--- src/rtl/rqt_pkg.sv ---
package rqt_pkg;

    typedef enum logic [2:0] {
        K_LOAD   = 3'd0,
        K_IFETCH = 3'd1,
        K_STORE  = 3'd2,
        K_RMW_RD = 3'd3,
        K_RMW_WR = 3'd4,
        K_LK_RD  = 3'd5,
        K_LK_WR  = 3'd6,
        K_UNDEF  = 3'd7
    } kind_e;

    typedef enum logic [1:0] {
        ST_OK    = 2'd0,
        ST_ALIAS = 2'd1,
        ST_FULL  = 2'd2,
        ST_BAD   = 2'd3
    } status_e;

    // wait counter index = {blocked_by_write_table, new_is_read_flavoured}
    localparam int NUM_WAIT = 4;
    localparam logic [1:0] W_WR_ON_RD = 2'd0;
    localparam logic [1:0] W_RD_ON_RD = 2'd1;
    localparam logic [1:0] W_WR_ON_WR = 2'd2;
    localparam logic [1:0] W_RD_ON_WR = 2'd3;

    function automatic logic goes_to_write_table(kind_e k);
        return (k == K_STORE) || (k == K_RMW_RD) || (k == K_RMW_WR) ||
               (k == K_LK_RD) || (k == K_LK_WR);
    endfunction

    function automatic logic is_read_flavoured(kind_e k);
        return (k == K_LOAD) || (k == K_IFETCH) || (k == K_RMW_RD) || (k == K_LK_RD);
    endfunction

endpackage

--- src/rtl/rqt_table.sv ---
module rqt_table #(
    parameter int ENTRIES = 8,
    parameter int LINE_W  = 26,
    parameter int ID_W    = 12,
    parameter int TS_W    = 16
) (
    input  logic                          clk,
    input  logic                          rst,
    input  logic [TS_W-1:0]               now,
    input  logic [TS_W-1:0]               age_limit,
    input  logic                          ins_en,
    input  logic [LINE_W-1:0]             ins_tag,
    input  logic [ID_W-1:0]               ins_id,
    input  logic [LINE_W-1:0]             lk_tag,
    output logic                          lk_hit,
    input  logic                          cpl_en,
    input  logic [LINE_W-1:0]             cpl_tag,
    output logic                          cpl_hit,
    output logic [ID_W-1:0]               cpl_id,
    output logic [TS_W-1:0]               cpl_ts,
    output logic                          full,
    output logic [$clog2(ENTRIES+1)-1:0]  occ,
    output logic                          stale
);
    localparam int IDX_W = (ENTRIES > 1) ? $clog2(ENTRIES) : 1;
    localparam int OCC_W = $clog2(ENTRIES + 1);

    typedef struct packed {
        logic              vld;
        logic [LINE_W-1:0] tag;
        logic [ID_W-1:0]   id;
        logic [TS_W-1:0]   ts;
    } slot_t;

    slot_t              slots [ENTRIES];
    logic [ENTRIES-1:0] vld_v;
    logic [ENTRIES-1:0] lk_m;
    logic [ENTRIES-1:0] cp_m;
    logic [ENTRIES-1:0] old_m;
    logic [IDX_W-1:0]   ins_idx;

    for (genvar i = 0; i < ENTRIES; i++) begin : g_slot
        logic [TS_W-1:0] age;
        assign age      = now - slots[i].ts;
        assign vld_v[i] = slots[i].vld;
        assign lk_m[i]  = slots[i].vld && (slots[i].tag == lk_tag);
        assign cp_m[i]  = slots[i].vld && (slots[i].tag == cpl_tag);
        assign old_m[i] = slots[i].vld && (age >= age_limit);

        always_ff @(posedge clk) begin
            if (rst) begin
                slots[i] <= '0;
            end else if (ins_en && (ins_idx == IDX_W'(i))) begin
                slots[i] <= '{vld: 1'b1, tag: ins_tag, id: ins_id, ts: now};
            end else if (cpl_en && cp_m[i]) begin
                slots[i].vld <= 1'b0;
            end
        end
    end

    // lowest free slot wins
    always_comb begin
        ins_idx = '0;
        for (int i = ENTRIES - 1; i >= 0; i--) begin
            if (!vld_v[i]) ins_idx = IDX_W'(i);
        end
    end

    // at most one slot matches a tag, so an OR merge is enough
    always_comb begin
        cpl_id = '0;
        cpl_ts = '0;
        for (int i = 0; i < ENTRIES; i++) begin
            if (cp_m[i]) begin
                cpl_id = cpl_id | slots[i].id;
                cpl_ts = cpl_ts | slots[i].ts;
            end
        end
    end

    assign lk_hit  = |lk_m;
    assign cpl_hit = |cp_m;
    assign full    = &vld_v;
    assign stale   = |old_m;
    assign occ     = OCC_W'($countones(vld_v));

endmodule

--- src/rtl/rqt_watchdog.sv ---
module rqt_watchdog #(
    parameter int TS_W = 16
) (
    input  logic            clk,
    input  logic            rst,
    input  logic [TS_W-1:0] age_limit,
    input  logic            accept,
    input  logic            going_idle,
    input  logic            stale_any,
    output logic            armed,
    output logic            hang
);
    logic [TS_W-1:0] wd_cnt;
    logic            scan;

    assign scan = armed && (wd_cnt == age_limit - 1'b1);

    always_ff @(posedge clk) begin
        if (rst) begin
            armed  <= 1'b0;
            wd_cnt <= '0;
        end else if (going_idle) begin
            armed  <= 1'b0;
            wd_cnt <= '0;
        end else if (!armed && accept) begin
            armed  <= 1'b1;
            wd_cnt <= '0;
        end else if (armed) begin
            wd_cnt <= scan ? '0 : wd_cnt + 1'b1;
        end
    end

    always_ff @(posedge clk) begin
        if (rst)                    hang <= 1'b0;
        else if (scan && stale_any) hang <= 1'b1;
    end

endmodule

--- src/rtl/rqt_wait_ctr.sv ---
module rqt_wait_ctr
    import rqt_pkg::*;
#(
    parameter int CNT_W = 16
) (
    input  logic                              clk,
    input  logic                              rst,
    input  logic                              bump,
    input  logic [1:0]                        sel,
    output logic [NUM_WAIT-1:0][CNT_W-1:0]    cnt
);
    for (genvar i = 0; i < NUM_WAIT; i++) begin : g_ctr
        always_ff @(posedge clk) begin
            if (rst)                             cnt[i] <= '0;
            else if (bump && (sel == 2'(i)))     cnt[i] <= cnt[i] + 1'b1;
        end
    end
endmodule

--- src/rtl/req_tracker.sv ---
module req_tracker
    import rqt_pkg::*;
#(
    parameter int ADDR_W  = 32,
    parameter int OFFS_W  = 6,
    parameter int ENTRIES = 8,
    parameter int MAX_OUT = 6,
    parameter int ID_W    = 12,
    parameter int TS_W    = 16,
    parameter int CNT_W   = 16,
    localparam int LINE_W = ADDR_W - OFFS_W,
    localparam int OCC_W  = $clog2(ENTRIES + 1),
    localparam int OUT_W  = $clog2(2 * ENTRIES + 1)
) (
    input  logic              clk,
    input  logic              rst,
    input  logic [TS_W-1:0]   age_limit,
    input  logic              req_valid,
    input  logic [2:0]        req_kind,
    input  logic [ADDR_W-1:0] req_addr,
    input  logic [OFFS_W:0]   req_len,
    output logic [1:0]        req_status,
    output logic [ID_W-1:0]   req_id,
    input  logic              cpl_valid,
    input  logic              cpl_wr,
    input  logic [LINE_W-1:0] cpl_line,
    output logic              cpl_hit,
    output logic [ID_W-1:0]   cpl_id,
    output logic [TS_W-1:0]   cpl_latency,
    output logic              cpl_lat_valid,
    output logic              err_miss,
    output logic              hang,
    output logic [OUT_W-1:0]  outstanding,
    output logic [CNT_W-1:0]  wait_rd_on_rd,
    output logic [CNT_W-1:0]  wait_wr_on_rd,
    output logic [CNT_W-1:0]  wait_rd_on_wr,
    output logic [CNT_W-1:0]  wait_wr_on_wr
);
    localparam logic [OFFS_W+1:0] LINE_BYTES = (OFFS_W + 2)'(2 ** OFFS_W);

    kind_e              kind;
    logic [LINE_W-1:0]  line;
    logic [OFFS_W+1:0]  span;
    logic               to_wr;
    logic               malformed;
    logic               alias_any;
    logic               no_room;
    status_e            status;
    logic               accept;

    logic [TS_W-1:0]    now;
    logic [ID_W-1:0]    next_id;
    logic [OUT_W-1:0]   count;
    logic [OUT_W-1:0]   count_next;

    logic               lk_hit_wr, lk_hit_rd;
    logic               cp_hit_wr, cp_hit_rd;
    logic [ID_W-1:0]    cp_id_wr, cp_id_rd;
    logic [TS_W-1:0]    cp_ts_wr, cp_ts_rd;
    logic               full_wr, full_rd;
    logic [OCC_W-1:0]   occ_wr, occ_rd;
    logic               stale_wr, stale_rd;
    logic               hit_sel;
    logic [TS_W-1:0]    ts_sel;
    logic               wd_armed;
    logic               bump_wait;
    logic [1:0]         wait_sel;
    logic [NUM_WAIT-1:0][CNT_W-1:0] wait_cnt;

    // ---------------- request classification ----------------
    assign kind      = kind_e'(req_kind);
    assign line      = req_addr[ADDR_W-1:OFFS_W];
    assign span      = {2'b00, req_addr[OFFS_W-1:0]} + {1'b0, req_len};
    assign to_wr     = goes_to_write_table(kind);
    assign malformed = (kind == K_UNDEF) || (span > LINE_BYTES);
    assign alias_any = lk_hit_wr || lk_hit_rd;
    assign no_room   = (count >= OUT_W'(MAX_OUT)) || (to_wr ? full_wr : full_rd);

    always_comb begin
        if (malformed)      status = ST_BAD;
        else if (alias_any) status = ST_ALIAS;
        else if (no_room)   status = ST_FULL;
        else                status = ST_OK;
    end

    assign accept     = req_valid && (status == ST_OK);
    assign req_status = status;
    assign req_id     = next_id;

    // ---------------- tables ----------------
    rqt_table #(
        .ENTRIES(ENTRIES), .LINE_W(LINE_W), .ID_W(ID_W), .TS_W(TS_W)
    ) u_wr_tbl (
        .clk(clk), .rst(rst), .now(now), .age_limit(age_limit),
        .ins_en(accept && to_wr), .ins_tag(line), .ins_id(next_id),
        .lk_tag(line), .lk_hit(lk_hit_wr),
        .cpl_en(cpl_valid && cpl_wr), .cpl_tag(cpl_line),
        .cpl_hit(cp_hit_wr), .cpl_id(cp_id_wr), .cpl_ts(cp_ts_wr),
        .full(full_wr), .occ(occ_wr), .stale(stale_wr)
    );

    rqt_table #(
        .ENTRIES(ENTRIES), .LINE_W(LINE_W), .ID_W(ID_W), .TS_W(TS_W)
    ) u_rd_tbl (
        .clk(clk), .rst(rst), .now(now), .age_limit(age_limit),
        .ins_en(accept && !to_wr), .ins_tag(line), .ins_id(next_id),
        .lk_tag(line), .lk_hit(lk_hit_rd),
        .cpl_en(cpl_valid && !cpl_wr), .cpl_tag(cpl_line),
        .cpl_hit(cp_hit_rd), .cpl_id(cp_id_rd), .cpl_ts(cp_ts_rd),
        .full(full_rd), .occ(occ_rd), .stale(stale_rd)
    );

    // ---------------- completion path ----------------
    assign hit_sel       = cpl_valid && (cpl_wr ? cp_hit_wr : cp_hit_rd);
    assign ts_sel        = cpl_wr ? cp_ts_wr : cp_ts_rd;
    assign cpl_hit       = hit_sel;
    assign cpl_id        = hit_sel ? (cpl_wr ? cp_id_wr : cp_id_rd) : '0;
    assign cpl_latency   = hit_sel ? (now - ts_sel) : '0;
    assign cpl_lat_valid = hit_sel && (cpl_latency != '0);

    always_ff @(posedge clk) begin
        if (rst)                       err_miss <= 1'b0;
        else if (cpl_valid && !hit_sel) err_miss <= 1'b1;
    end

    // ---------------- time, IDs, occupancy ----------------
    assign count_next = count + OUT_W'(accept) - OUT_W'(hit_sel);

    always_ff @(posedge clk) begin
        if (rst) begin
            now     <= '0;
            next_id <= '0;
            count   <= '0;
        end else begin
            now     <= now + 1'b1;
            count   <= count_next;
            if (accept) next_id <= next_id + 1'b1;
        end
    end

    assign outstanding = count;

    // ---------------- watchdog ----------------
    rqt_watchdog #(.TS_W(TS_W)) u_wd (
        .clk(clk), .rst(rst), .age_limit(age_limit),
        .accept(accept), .going_idle(count_next == '0),
        .stale_any(stale_wr || stale_rd),
        .armed(wd_armed), .hang(hang)
    );

    // ---------------- alias wait counters ----------------
    assign bump_wait = req_valid && (status == ST_ALIAS);
    assign wait_sel  = {lk_hit_wr, is_read_flavoured(kind)};

    rqt_wait_ctr #(.CNT_W(CNT_W)) u_wait (
        .clk(clk), .rst(rst), .bump(bump_wait), .sel(wait_sel), .cnt(wait_cnt)
    );

    assign wait_wr_on_rd = wait_cnt[W_WR_ON_RD];
    assign wait_rd_on_rd = wait_cnt[W_RD_ON_RD];
    assign wait_wr_on_wr = wait_cnt[W_WR_ON_WR];
    assign wait_rd_on_wr = wait_cnt[W_RD_ON_WR];

endmodule

--- config.mk ---
export PLATFORM = sky130hd
export DESIGN_NAME = req_tracker
export DESIGN_NICKNAME = d
export VERILOG_FILES = /design/src/rtl/rqt_pkg.sv /design/src/rtl/rqt_table.sv /design/src/rtl/rqt_watchdog.sv /design/src/rtl/rqt_wait_ctr.sv /design/src/rtl/req_tracker.sv
export SDC_FILE = /design/constraint.sdc
export NUM_CORES = 2
export LEC_CHECK = 0
export BUFFER_PORTS_ARGS = -buffer_cell sky130_fd_sc_hd__clkbuf_2
export CORE_MARGIN = 2
export CORE_UTILIZATION = 45
export DETAILED_ROUTE_END_ITERATION = 10
export SLEW_MARGIN = 20
export SYNTH_ARGS = -nofsm -noshare
export SYNTH_HDL_FRONTEND = slang
export SYNTH_SLANG_ARGS = --single-unit
--- constraint.sdc ---
create_clock -name clk -period 8.2 [get_ports clk]
set_input_delay 0.41 -clock clk [delete_from_list [all_inputs] [get_ports clk]]
set_output_delay 0.41 -clock clk [all_outputs]
set_load 0.01 [all_outputs]
== Yosys cells after proc, flatten, opt, wreduce, memory -nomap -nowiden ==
Memories as Yosys holds them, arrays and structs flattened.
Cells that the tools add are included.

* Mux-type cells: 204
* Reduce and logical (&&, ||, !) cells: 128
* $lt $le $gt $ge: 18
* Bitwise logic cells: 60
* $add $sub $neg: 28
* Equality and inequality tests: 58

{| class="wikitable"
|+ Operators by type and width
! operator !! count
|-
| 55-bit 2-to-1 mux || 16
|-
| 26-bit equality test || 32
|-
| 16-bit 2-to-1 mux || 19
|-
| 16-bit subtractor || 17
|-
| 16-bit >= comparator || 16
|-
| 16-bit OR || 14
|-
| 12-bit 2-to-1 mux || 18
|-
| 12-bit OR || 14
|-
| 1-bit 2-to-1 mux || 132
|-
| 16-bit by 1-bit adder with 16-bit output, second input constant || 6
|-
| 1-bit logical AND || 96
|-
| 3-bit 2-to-1 mux || 16
|-
| 8-bit OR reduction || 6
|-
| 3-bit equality test, second input constant || 12
|-
| 1-bit OR || 32
|-
| 3-bit by 2-bit equality test with 1-bit output, second input constant || 6
|-
| 16-bit equality test || 1
|-
| 8-bit AND reduction || 2
|-
| 16-bit nonzero test || 1
|-
| 16-bit by 1-bit subtractor with 16-bit output, second input constant || 1
|-
| 12-bit by 1-bit adder with 12-bit output, second input constant || 1
|-
| 1-bit logical OR || 11
|-
| 3-bit by 1-bit equality test with 1-bit output, second input constant || 3
|-
| 3-bit zero test || 3
|-
| other kinds (13) || 21
|}

* Memories: 2
* Output and inout port bits: 115
* Flip-flop bits (word level): 116
* Word-level logic and storage cells: 509
* Memory bits (writable): 880

{| class="wikitable"
|+ Memories
! name !! words !! bits a word !! rd ports !! clocked after Yosys merged registers in !! wr ports !! line !! source
|-
| u_rd_tbl.slots || 8 || 55 || 8 || 0 || 8 || rqt_table.sv:35 || <nowiki>slot_t slots [ENTRIES];</nowiki>
|-
| u_wr_tbl.slots || 8 || 55 || 8 || 0 || 8 || rqt_table.sv:35 ||
|}

== Longest topological paths before layout ==
An unclocked memory read counts as a cell.

* Word-level depth: 23
* Mapped depth: 28
* Mapped depth without buffers: 24

== Cells and area by module ==
From an unflattened synthesis, not the netlist that was laid out.

* Cell total of the unflattened synthesis: 6,669
* Area total of the unflattened synthesis: 69,807.0 µm²

{| class="wikitable"
|+ By module, submodules not included
! module !! times used !! cells an instance !! area each (µm²) !! sequential area each (µm²)
|-
| rqt_table (u_wr_tbl) || 1 || 2,895 || 31,316.3 || 13,212.7
|-
| rqt_table (u_rd_tbl) || 1 || 2,895 || 31,126.1 || 13,212.7
|-
| req_tracker || 1 || 398 || 3,143.0 || 680.7
|-
| rqt_wait_ctr || 1 || 324 || 2,895.3 || 1,281.2
|-
| rqt_watchdog || 1 || 157 || 1,326.3 || 360.3
|}

== Worst setup path after synthesis ==
Ideal clock, no wire load.

* Path type: input to register
* Start point: in req_addr[0]
* End point: mem u_wr_tbl.slots[0][165] (netlist bit) (enable)
* Data arrival time: 6,538 ps
* Library setup time: 549 ps
* Path buffers: 2
* Path slack: 1,113 ps
* Cell stages on the path: 14
* Required time: 7,651 ps
* Path through: ha_1 inv_1 fa_1 nor2b_1 o21ai_0 a21boi_1 o221ai_1 o211ai_1 nor2b_1 and4_1 buf_6 inv_4 clkbuf_1 o31ai_1

{| class="wikitable"
|+ RTL lines
! element !! line !! source
|-
| start, declared || req_tracker.sv:20 || <nowiki>input logic [ADDR_W-1:0] req_addr,</nowiki>
|-
| end, declared || rqt_table.sv:35 ||
|}

==> results.sh <==
export IMPL_status="finished, final reports clean"
export IMPL_vdd_drop_max_mv=0.198
export IMPL_max_cap_violations=0
export IMPL_overflow=0
export IMPL_dieHeight_um=395
export IMPL_start_util_pct=45.3
export IMPL_dr_total_vias=52800
export IMPL_p_clk_share_pct=40.7
export IMPL_crit_reg2reg_launch="now[0]"
export IMPL_clock_sinks=996
export IMPL_dpl_hpwl_um=176000
export IMPL_gp_congestion=0.960
export IMPL_cp_arrival_ns=6.42
export IMPL_synth_edff_count=880
export IMPL_hold_violations=0
export IMPL_syn_nets=7297
export IMPL_grt_max_degree=71
export IMPL_die_w_um=395
export IMPL_post_cts_setup_buffers=0
export IMPL_track_usage_pct=31.0
export IMPL_crit_type="reg2out"
export IMPL_clk_pin_slew_worst_paths_ns=0.06
export IMPL_critPathLaunchType="register"
export IMPL_numCtsBuffers=113
export IMPL_synth_distinct_cells=80
export IMPL_regToRegSetupSlack_ns=1.49
export IMPL_syn_to_final_growth_pct=10.6
export IMPL_min_period_over_period_pct=83.3
export IMPL_hp_start="rst"
export IMPL_r2r_cells=25
export IMPL_total_power_mw=13.2
export IMPL_min_to="req_id[2]"
export IMPL_route_detailed_wl_per_inst_um=27.8
export IMPL_cts_htree_levels=3
export IMPL_ctsHoldBuffers=0
export IMPL_synth_warnings=0
export IMPL_p_int_mw=9.52
export IMPL_ys_ff_latch=996
export IMPL_syn_inst=6652
export IMPL_p_leak_nw=29.4
export IMPL_seqPwrFrac_pct=44.7
export IMPL_slew_violations=0
export IMPL_drc=0
export IMPL_place_area_mm2=0.0721
export IMPL_power_switching_mw=3.68
export IMPL_synth_ff_type="edfxtp_1"
export IMPL_final_antenna_net_count=0
export IMPL_synthArstFlopShare_pct=0
export IMPL_stdcell_count=8889
export IMPL_drive_above_1_share_pct=9.40
export IMPL_p_sw_share_pct=27.9
export IMPL_p_comb_share_pct=14.7
export IMPL_coreArea_mm2=0.152
export IMPL_r2r_end="u_wd.hang"
export IMPL_cp_required_ns=7.79
export IMPL_crit_fanout=15
export IMPL_fmax_mhz=146
export IMPL_grt_pass1_wl_um=358000
export IMPL_ctsRootBufferMaster="clkbuf_16"
export IMPL_n_fill_cell=13900
export IMPL_cp_end_kind="output port"
export IMPL_drt_iter0_drc=5870
export IMPL_ys_seq_area_share_pct=41.8
export IMPL_cts_resized=0
export IMPL_ios=204
export IMPL_grt_pass1_vias=51700
export IMPL_die_area_mm2=0.156
export IMPL_synth_most_common_cell="xnor2_1"
export IMPL_synthTopCellsByArea="edfxtp_1 38%, xnor2_1 13%, ha_1 9.8%, and2_1 7.2%, dfxtp_1 3.4%"
export IMPL_syn_area_mm2=0.0688
export IMPL_power_density_mw_per_mm2=174
export IMPL_antenna_found_initial=11
export IMPL_final_cell_area_mm2=0.0761
export IMPL_yosysTopAreaCell="edfxtp_1"
export IMPL_final_nets=7401
export IMPL_rows=143
export IMPL_finClkSkew_ns=0.0548
export IMPL_synth_common_cells="993 x xnor2_1, 880 x edfxtp_1, 795 x and2_1"
export IMPL_tns_ns=0
export IMPL_hold_path_class="in2reg"
export IMPL_syn_avg_cell_area_um2=10.3
export IMPL_via_per_inst=5.94
export IMPL_slew_headroom_pct=18.8
export IMPL_clock_latency_ns=0.78
export IMPL_min_path_cells=2
export IMPL_cts_buffer_depth=3
export IMPL_setup_viol=0
export IMPL_tritoncts="done"
export IMPL_dr_pass1_iters=9
export IMPL_final_util_pct=50.1
export IMPL_synth_top_cell_area_share_pct=38.4
export IMPL_io_buffers=203
export IMPL_placed_cells=8668
export IMPL_rsz0062_at_grt="false"
export IMPL_tightest_slew_ns=1.21
export IMPL_routed_wl_um=247000
export IMPL_period_needed_ns=6.83
-- cell usage in the layout (no fill, tap or decap), types with 178 or more instances in the layout --
cell | netlist | layout
edfxtp_1 | 880 | 880
nor2_1 | 232 | 232
nor3_1 | 178 | 178
and2_1 | 795 | 795
clkbuf_2 | 0 | 202
inv_1 | 364 | 364
xor2_1 | 190 | 190
ha_1 | 537 | 537
xnor2_1 | 993 | 993
nand4_1 | 285 | 285
a21oi_1 | 260 | 260
-- layer usage --
| metal | GRT usage, % | up-vias | part of all wire (%) |
|---|---|---|---|
| met5 | 0 | - | 0 |
| met4 | 15.4 | 0 | 5.8 |
| met3 | 4.03 | 623 | 6.7 |
| met2 | 50.8 | 2312 | 47 |
| met1 | 40.3 | 25900 | 41 |
| li1 | - | 24000 | - |
-- registers in the layout (all words and copies together) (netlist names), 5 cells and up --
signal          cells
now                16
outstanding         5
req_id             12
u_rd_tbl.slots    440
u_wait.cnt         64
u_wd.wd_cnt        16
u_wr_tbl.slots    440
-- worst max-delay path by stage --
| stage | from | end | slack, ns | cells after the start |
|---|---|---|---|---|
| after CTS | u_wr_tbl.slots[1][164] | cpl_lat_valid | 1.40 | 20 |
| after global routing | u_rd_tbl.slots[1][164] | cpl_lat_valid | 1.07 | 22 |
| final | u_wr_tbl.slots[1][164] | cpl_lat_valid | 1.37 | 20 |
| after floorplan | req_addr[0] | u_wr_tbl.slots[0][165] | 1.11 | 14 |
| after global placement | now[0] | u_wd.hang | 1.01 | 24 |
| after detailed placement | cpl_line[6] | cpl_lat_valid | 1.52 | 21 |
-- cell families (layout without fill, tap and decap cells) --
kind of cell / Yosys count / in the layout / synth area share, %
AOI/OAI and AO/OA: 1000 / 1000 / 10.2
xor gates and xnor gates: 1183 / 1183 / 15.1
adders and majority gates: 556 / 556 / 10.3
buffers and inverters: 761 / 963 / 5.01
DFF: 996 / 996 / 41.8
muxes: 8 / 8 / 0.120
other: 0 / 5 / 0
and+or+nand+nor: 2148 / 2148 / 17.6
-- worst max-delay path: stages, from the launching register on --
cell,delay (ns)
edfxtp_1,0.56
inv_1,0.35
nor4_1,0.41
nand4_1,0.15
nor4_2,0.34
buf_4,0.33
a22oi_1,0.11
and3_1,0.21
a22o_1,0.26
ha_1,0.27
nor2b_1,0.14
o31a_1,0.27
o41a_1,0.36
a41oi_1,0.32
a211o_1,0.21
o21ai_0,0.15
a21o_1,0.20
a21oi_1,0.17
xnor2_1,0.11
a31oi_1,0.46
clkbuf_2,0.24
-- power groups by stage --
| stage | logic (mW) | clock network, mW | registers, mW |
|---|---|---|---|
| 6_report | 1.94 | 5.37 | 5.90 |
| 5_1_grt | 2.13 | 5.60 | 5.90 |
| 4_1_cts | 1.93 | 5.43 | 5.89 |
| 3_5_place_dp | 1.92 | 0 | 5.99 |
| 3_3_place_gp | 1.89 | 0 | 6.00 |
| 2_1_floorplan | 1.33 | 0 | 5.93 |
-- per-stage QoR --
stage          setup WS, ns  hold slack [ns]
6_report               1.37            0.133
5_1_grt                1.07            0.113
4_1_cts                1.40           0.0995
3_5_place_dp           1.52            0.485
3_3_place_gp           1.01            0.476
2_1_floorplan          1.11            0.459
-- cell type report --
type	count	area [um2]	share of cell area (%)
multi-input cells	4895	37000	48.6
flip-flops and latches	996	28700	37.8
clock buffers	145	3040	3.99
repair buffers	385	2540	3.34
well taps	2030	2540	3.34
inverters	365	1370	1.80
clock inverters	68	831	1.09
diodes	5	12.5	0.0164
Power figures use the tool's default switching activity.
